==> src/rtl/lsc_pkg.sv <==
package lsc_pkg;
  typedef enum logic [1:0] {
    S_OFF  = 2'd0,
    S_REQ  = 2'd1,
    S_WAIT = 2'd2,
    S_RUN  = 2'd3
  } pwr_state_t;

  localparam logic [7:0] DEF_ADDR = 8'hA2;
endpackage

==> src/rtl/lsc_power_seq.sv <==
module lsc_power_seq
  import lsc_pkg::*;
#(
  parameter int ADC_W   = 10,
  parameter int CLK_KHZ = 100000,
  parameter int RDY_US  = 500
) (
  input  logic             clk,
  input  logic             rst_n,
  input  logic             supply_ok_i,
  input  logic             recall_done_i,
  input  logic [7:0]       recall_addr_i,
  input  logic [ADC_W-1:0] recall_lim_i,
  output logic             recall_start_o,
  output logic             run_o,
  output logic             poa_o,
  output logic             rdy_n_o,
  output logic [7:0]       dev_addr_o,
  output logic [ADC_W-1:0] low_lim_o
);
  localparam int RDY_RAW = (CLK_KHZ * RDY_US) / 1000;
  localparam int RDY_CYC = (RDY_RAW < 1) ? 1 : RDY_RAW;
  localparam int CNT_W   = $clog2(RDY_CYC + 1);

  pwr_state_t       st_q, st_d;
  logic [CNT_W-1:0] dly_q;
  logic [7:0]       addr_q;
  logic [ADC_W-1:0] lim_q;
  logic             dly_full;

  // power alarm: comparator low now, or still sitting in the off state
  assign poa_o = !supply_ok_i || (st_q == S_OFF);

  always_comb begin
    st_d = st_q;
    if (!supply_ok_i) begin
      st_d = S_OFF;
    end else begin
      unique case (st_q)
        S_OFF:   st_d = S_REQ;
        S_REQ:   st_d = S_WAIT;
        S_WAIT:  if (recall_done_i) st_d = S_RUN;
        default: st_d = st_q;
      endcase
    end
  end

  always_ff @(posedge clk or negedge rst_n) begin
    if (!rst_n) begin
      st_q <= S_OFF;
    end else begin
      st_q <= st_d;
    end
  end

  // ready delay counter, restarted by every power alarm
  assign dly_full = (dly_q == CNT_W'(RDY_CYC));

  always_ff @(posedge clk or negedge rst_n) begin
    if (!rst_n) begin
      dly_q <= '0;
    end else if (poa_o) begin
      dly_q <= '0;
    end else if (!dly_full) begin
      dly_q <= dly_q + 1'b1;
    end
  end

  // recalled settings; defaults come back whenever the supply is lost
  always_ff @(posedge clk or negedge rst_n) begin
    if (!rst_n) begin
      addr_q <= DEF_ADDR;
      lim_q  <= '1;
    end else if (!supply_ok_i) begin
      addr_q <= DEF_ADDR;
      lim_q  <= '1;
    end else if (st_q == S_WAIT && recall_done_i) begin
      addr_q <= recall_addr_i;
      lim_q  <= recall_lim_i;
    end
  end

  assign run_o          = (st_q == S_RUN);
  assign recall_start_o = (st_q == S_REQ);
  assign rdy_n_o        = !(run_o && dly_full);
  assign dev_addr_o     = addr_q;
  assign low_lim_o      = lim_q;

  p_start_pulse_r2: assert property (@(posedge clk) disable iff (!rst_n)
    recall_start_o |=> !recall_start_o);

  p_addr_default_r3: assert property (@(posedge clk) disable iff (!rst_n)
    !run_o |-> (dev_addr_o == DEF_ADDR));

  p_ready_needs_run_r4: assert property (@(posedge clk) disable iff (!rst_n)
    !rdy_n_o |-> run_o);
endmodule

==> src/rtl/lsc_supply_mon.sv <==
module lsc_supply_mon #(
  parameter int ADC_W = 10
) (
  input  logic             clk,
  input  logic             rst_n,
  input  logic             poa_i,
  input  logic             run_i,
  input  logic             samp_valid_i,
  input  logic [ADC_W-1:0] samp_data_i,
  input  logic [ADC_W-1:0] low_lim_i,
  output logic             samp_ready_o,
  output logic             vlow_o,
  output logic             armed_o
);
  logic vlow_q;
  logic arm_q;
  logic acc;
  logic above;

  assign samp_ready_o = run_i && !poa_i;
  assign acc          = samp_valid_i && samp_ready_o;
  assign above        = (samp_data_i > low_lim_i);

  always_ff @(posedge clk or negedge rst_n) begin
    if (!rst_n) begin
      vlow_q <= 1'b1;
      arm_q  <= 1'b0;
    end else if (poa_i) begin
      vlow_q <= 1'b1;
      arm_q  <= 1'b0;
    end else if (acc) begin
      vlow_q <= !above;
      if (above) arm_q <= 1'b1;
    end
  end

  assign vlow_o  = vlow_q || poa_i;
  assign armed_o = arm_q;

  p_ready_gated_r5: assert property (@(posedge clk) disable iff (!rst_n)
    samp_ready_o |-> (run_i && !poa_i));

  p_vlow_clear_r6: assert property (@(posedge clk) disable iff (!rst_n)
    $fell(vlow_q) |-> $past(acc));

  p_arm_sticky_r7: assert property (@(posedge clk) disable iff (!rst_n)
    (arm_q && !poa_i) |=> arm_q);
endmodule

==> src/rtl/lsc_out_gate.sv <==
module lsc_out_gate (
  input  logic clk,
  input  logic rst_n,
  input  logic poa_i,
  input  logic run_i,
  input  logic armed_i,
  input  logic tx_dis_i,
  input  logic fault_i,
  input  logic pol_i,
  output logic drv_en_o,
  output logic fetg_o,
  output logic tx_fault_o
);
  logic tx_dis_q;
  logic flt_lat_q;
  logic fault_now;
  logic clr_edge;
  logic flt;

  assign fault_now = armed_i && fault_i;
  assign clr_edge  = tx_dis_i && !tx_dis_q && !fault_i;

  always_ff @(posedge clk or negedge rst_n) begin
    if (!rst_n) begin
      tx_dis_q  <= 1'b0;
      flt_lat_q <= 1'b0;
    end else begin
      tx_dis_q <= tx_dis_i;
      if (poa_i) begin
        flt_lat_q <= 1'b0;
      end else if (fault_now) begin
        flt_lat_q <= 1'b1;
      end else if (clr_edge) begin
        flt_lat_q <= 1'b0;
      end
    end
  end

  assign flt        = fault_now || flt_lat_q;
  assign drv_en_o   = run_i && !poa_i && !tx_dis_i && !flt;
  assign fetg_o     = drv_en_o ? !pol_i : pol_i;
  assign tx_fault_o = poa_i || flt;

  p_safe_off_r1: assert property (@(posedge clk) disable iff (!rst_n)
    poa_i |-> (!drv_en_o && tx_fault_o && (fetg_o == pol_i)));

  p_no_latch_unarmed_r7: assert property (@(posedge clk) disable iff (!rst_n)
    !armed_i |=> !flt_lat_q);

  p_gate_off_r8: assert property (@(posedge clk) disable iff (!rst_n)
    (tx_dis_i || fault_now) |-> (!drv_en_o && (fetg_o == pol_i)));

  p_latch_hold_r9: assert property (@(posedge clk) disable iff (!rst_n)
    (flt_lat_q && !poa_i && !tx_dis_i) |=> flt_lat_q);

  p_run_first_r10: assert property (@(posedge clk) disable iff (!rst_n)
    !run_i |-> !drv_en_o);
endmodule

==> src/rtl/laser_safety_ctrl.sv <==
module laser_safety_ctrl #(
  parameter int ADC_W   = 10,
  parameter int CLK_KHZ = 100000,
  parameter int RDY_US  = 500
) (
  input  logic             clk,
  input  logic             rst_n,
  input  logic             supply_ok_i,
  input  logic             samp_valid_i,
  output logic             samp_ready_o,
  input  logic [ADC_W-1:0] samp_data_i,
  input  logic             tx_dis_i,
  input  logic             fault_i,
  input  logic             fetg_pol_i,
  output logic             recall_start_o,
  input  logic             recall_done_i,
  input  logic [7:0]       recall_addr_i,
  input  logic [ADC_W-1:0] recall_lim_i,
  output logic             drv_en_o,
  output logic             fetg_o,
  output logic             tx_fault_o,
  output logic             vlow_alarm_o,
  output logic             rdy_n_o,
  output logic [7:0]       dev_addr_o
);
  logic             run;
  logic             poa;
  logic             armed;
  logic [ADC_W-1:0] low_lim;

  lsc_power_seq #(
    .ADC_W  (ADC_W),
    .CLK_KHZ(CLK_KHZ),
    .RDY_US (RDY_US)
  ) u_seq (
    .clk           (clk),
    .rst_n         (rst_n),
    .supply_ok_i   (supply_ok_i),
    .recall_done_i (recall_done_i),
    .recall_addr_i (recall_addr_i),
    .recall_lim_i  (recall_lim_i),
    .recall_start_o(recall_start_o),
    .run_o         (run),
    .poa_o         (poa),
    .rdy_n_o       (rdy_n_o),
    .dev_addr_o    (dev_addr_o),
    .low_lim_o     (low_lim)
  );

  lsc_supply_mon #(
    .ADC_W(ADC_W)
  ) u_mon (
    .clk         (clk),
    .rst_n       (rst_n),
    .poa_i       (poa),
    .run_i       (run),
    .samp_valid_i(samp_valid_i),
    .samp_data_i (samp_data_i),
    .low_lim_i   (low_lim),
    .samp_ready_o(samp_ready_o),
    .vlow_o      (vlow_alarm_o),
    .armed_o     (armed)
  );

  lsc_out_gate u_gate (
    .clk       (clk),
    .rst_n     (rst_n),
    .poa_i     (poa),
    .run_i     (run),
    .armed_i   (armed),
    .tx_dis_i  (tx_dis_i),
    .fault_i   (fault_i),
    .pol_i     (fetg_pol_i),
    .drv_en_o  (drv_en_o),
    .fetg_o    (fetg_o),
    .tx_fault_o(tx_fault_o)
  );
endmodule

==> config.mk <==
export PLATFORM = sky130hd
export DESIGN_NAME = laser_safety_ctrl
export DESIGN_NICKNAME = d
export VERILOG_FILES = /design/src/rtl/lsc_pkg.sv /design/src/rtl/lsc_power_seq.sv /design/src/rtl/lsc_supply_mon.sv /design/src/rtl/lsc_out_gate.sv /design/src/rtl/laser_safety_ctrl.sv
export SDC_FILE = /design/constraint.sdc
export NUM_CORES = 1
export LEC_CHECK = 0
export ABC_AREA = 1
export BUFFER_PORTS_ARGS = -buffer_cell sky130_fd_sc_hd__buf_4
export CAP_MARGIN = 20
export CORE_ASPECT_RATIO = 1.5
export CORE_UTILIZATION = 40
export CTS_BUF_LIST = sky130_fd_sc_hd__clkbuf_8
export CTS_CLUSTER_DIAMETER = 60
export DETAILED_ROUTE_END_ITERATION = 6
export PLACE_DENSITY = 0.7
export SYNTH_ARGS = -nofsm -noshare
export SYNTH_HDL_FRONTEND = slang
export SYNTH_SLANG_ARGS = --single-unit
export TNS_END_PERCENT = 30
==> constraint.sdc <==
create_clock -name clk -period 3.5 [get_ports clk]
set_input_delay 0.7 -clock clk [delete_from_list [all_inputs] [get_ports clk]]
set_output_delay 0.7 -clock clk [all_outputs]
set_load 0.005 [all_outputs]
==> impl_metrics.env <==
export IMPL_max_slew_margin_pct=66.9
export IMPL_synth_common_cells="nand2_1 (58), inv_1 (43), nor2_1 (34)"
export IMPL_fin_tns_setup_ns=0
export IMPL_dr_max_layer_used="met4"
export IMPL_max_cap_violations=0
export IMPL_hold_class="input port to async pin"
export IMPL_synth_top_cell_area_share_pct=28.1
export IMPL_cts_resized=0
export IMPL_grt_util_all_layers_pct=18.4
export IMPL_grt_pass1_vias=2011
export IMPL_ys_types=29
export IMPL_sw_frac_of_total_pct=30.1
export IMPL_critPathArrivalTime_ns=1.85
export IMPL_cts_path_max_buffers=2
export IMPL_synth_ff_type="dfrtp_1"
export IMPL_timing_fmax_mhz=393
export IMPL_p_leak_nw=1.44
export IMPL_insertion_delay_ns=0.29
export IMPL_rsz0062_at_grt="false"
export IMPL_n_antenna_cell=0
export IMPL_portBuffers=50
export IMPL_die_h_um=95.2
export IMPL_coreArea_um2=5530
export IMPL_rows=33
export IMPL_p_clk_share_pct=30.7
export IMPL_required_ns=2.80
export IMPL_ys_seq_area_share_pct=44.0
export IMPL_vias=2001
export IMPL_design_area_um2=2850
export IMPL_crit_path_start_kind="flop"
export IMPL_finClkSkew_ns=0.0104
export IMPL_hold_buffers=0
export IMPL_ctsRootBufferMaster="clkbuf_8"
export IMPL_wire_per_inst_um=12.2
export IMPL_syn_to_final_growth_pct=23.3
export IMPL_crit_type="flop to output pin"
export IMPL_cts_buffers=5
export IMPL_fin_crit_ns=2.55
export IMPL_routed_wl_mm=4.98
export IMPL_p_seq_share_pct=44.5
export IMPL_power_density_nw_per_um2=427
export IMPL_max_vdd_ir_drop_mv=0.215
export IMPL_overflow=0
export IMPL_yosys_warnings=0
export IMPL_synth_area_leader_cell="dfrtp_1"
export IMPL_synth_edf_count=0
export IMPL_wl_met1_mm=1.96
export IMPL_grt_pass1_wl_mm=8.70
export IMPL_synth_area_per_cell_um2=8.12
export IMPL_gp_congestion=0.886
export IMPL_drive_above_1_share_pct=27.4
export IMPL_cts_sinks=40
export IMPL_hold_slack_ns=0.375
export IMPL_p_comb_share_pct=24.8
export IMPL_yosysMostFrequentCell="nand2_1"
export IMPL_cts_setup_buffers=0
export IMPL_ant_nets=0
export IMPL_finish_net_count=390
export IMPL_placed_area_um2=2740
export IMPL_synth_nets=337
export IMPL_drt_iter0_drc=61
export IMPL_cts_tree="done"
export IMPL_post_route_util_pct=51.6
export IMPL_ys_async_sr_fraction_pct=100
export IMPL_end_kind="output pin"
export IMPL_period_share_pct=72.8
export IMPL_place_hpwl_mm=3.85
export IMPL_drc=0
export IMPL_intPower_mw=0.852
export IMPL_finalSetupViolations=0
export IMPL_syn_inst=285
export IMPL_wl_met3_um=287
export IMPL_p_switching_mw=0.367
export IMPL_wl_met2_mm=2.67
export IMPL_die_area_um2=6100
export IMPL_die_w_um=64.1
export IMPL_grt_max_degree=41
export IMPL_synth_area_top_cells="dfrtp_1 (28%), dfstp_2 (16%), nand2_1 (9.4%), ha_1 (8.6%), inv_1 (7.0%)"
export IMPL_cp_max_fo=14
export IMPL_maxSlewViolCount=0
export IMPL_htreeDepth=2
export IMPL_tightestPinTransition_ns=0.497
export IMPL_outcome="finished, final reports clean"
export IMPL_dr_pass1_iters=4
export IMPL_start_util_pct=41.8
export IMPL_fin_total_pwr_mw=1.22
export IMPL_io_pins=51
export IMPL_synth_seq_cells=40
export IMPL_path_clk_slew_ns=0.08
export IMPL_final_hold_viol_count=0
export IMPL_via_per_inst=4.89
export IMPL_synth_area_um2=2310
export IMPL_antenna_found_initial=0
[area by class of cell]
class                           instances  area, um2
Tap cell                               70       87.6
Sequential cell                        40       1020
Inverter                               47        176
Fill cell                             570       2680
Timing Repair Buffer                   50        375
Clock buffer                            5       68.8
Multi-Input combinational cell        194       1080
Clock inverter                          3       42.5
[logic make-up (layout without fill, tap and decap cells)]
kind of cell	Yosys count	after routing	synth area share, %
xor+xnor	3	3	1.14
fa+ha+maj	16	16	8.65
compound gates	40	40	10.1
buf+inv	51	105	9.13
simple gates	135	135	27.0
flops	40	40	44.0
[cell usage in the layout, fill, tap and decap left out, drive strengths merged]
master and n:
a22o 3, ha 16, o22a 4, and2 1, nand3 15, nand2 62, bufinv 1, nand4 6
clkbuf 5, o31ai 1, inv 47, buf 50, dfrtp 26, clkinv 1, or2 2, xor2 2
nor4 1, a21oi 18, nand3b 1, o21ai 14, nor3 6, xnor2 1, nor2 41, dfstp 14
clkinvlp 1
[metrics by stage]
step                cells  setup slack [ns]
floorplan             285              1.57
global placement      401              1.18
detailed placement    401              1.17
CTS                   409             0.938
global route          409             0.796
finish                409             0.953
[worst paths after layout]
check	from	endpoint	slack [ns]	depth (start not counted)
hold / removal	rst_n	u_seq.dly_q[3]$_DFFE_PN0P_	0.37	1
setup / recovery	u_seq.st_q[0]$_DFFE_PN0P_	tx_fault_o	0.95	7
max in group asynchronous	rst_n	u_mon.vlow_q$_DFFE_PN1P_	2.75	1
hold reg to reg	u_seq.low_lim_o[1]$_DFFE_PN1P_	u_seq.low_lim_o[1]$_DFFE_PN1P_	0.48	2
min in group clk	u_seq.low_lim_o[1]$_DFFE_PN1P_	u_seq.low_lim_o[1]$_DFFE_PN1P_	0.48	2
setup reg to reg	u_seq.st_q[0]$_DFFE_PN0P_	u_seq.dly_q[4]$_DFFE_PN0P_	1.81	7
[per-layer routing]
metal | vias up | global-route usage, %
met4 | 0 | 5.93
met1 | 922 | 19.8
li1 | 1010 | -
met3 | 8 | 4.90
met2 | 61 | 34.4
met5 | - | 0
[power by group through the flow]
stage	clock [mW]	sequential [mW]	combinational [mW]
floorplan	0	0.544	0.203
global placement	0	0.547	0.299
detailed placement	0	0.550	0.305
CTS	0.391	0.543	0.308
global route	0.411	0.549	0.350
finish	0.375	0.543	0.302
[sequential cells by signal (all words and copies together) (netlist names)]
name	count
u_mon.vlow_q	1
u_seq.low_lim_o	10
u_seq.st_q	2
u_seq.dly_q	16
u_gate.tx_dis_q	1
u_gate.flt_lat_q	1
u_mon.armed_o	1
u_seq.dev_addr_o	8
[critical path: stages, from the launching register on]
cell and delay [ns]:
dfrtp_1 0.42, inv_1 0.09, ha_1 0.20, inv_1 0.06, nand2_2 0.16, inv_1 0.39
nand2_1 0.10, buf_4 0.15
(Power assumes the default switching activity.)
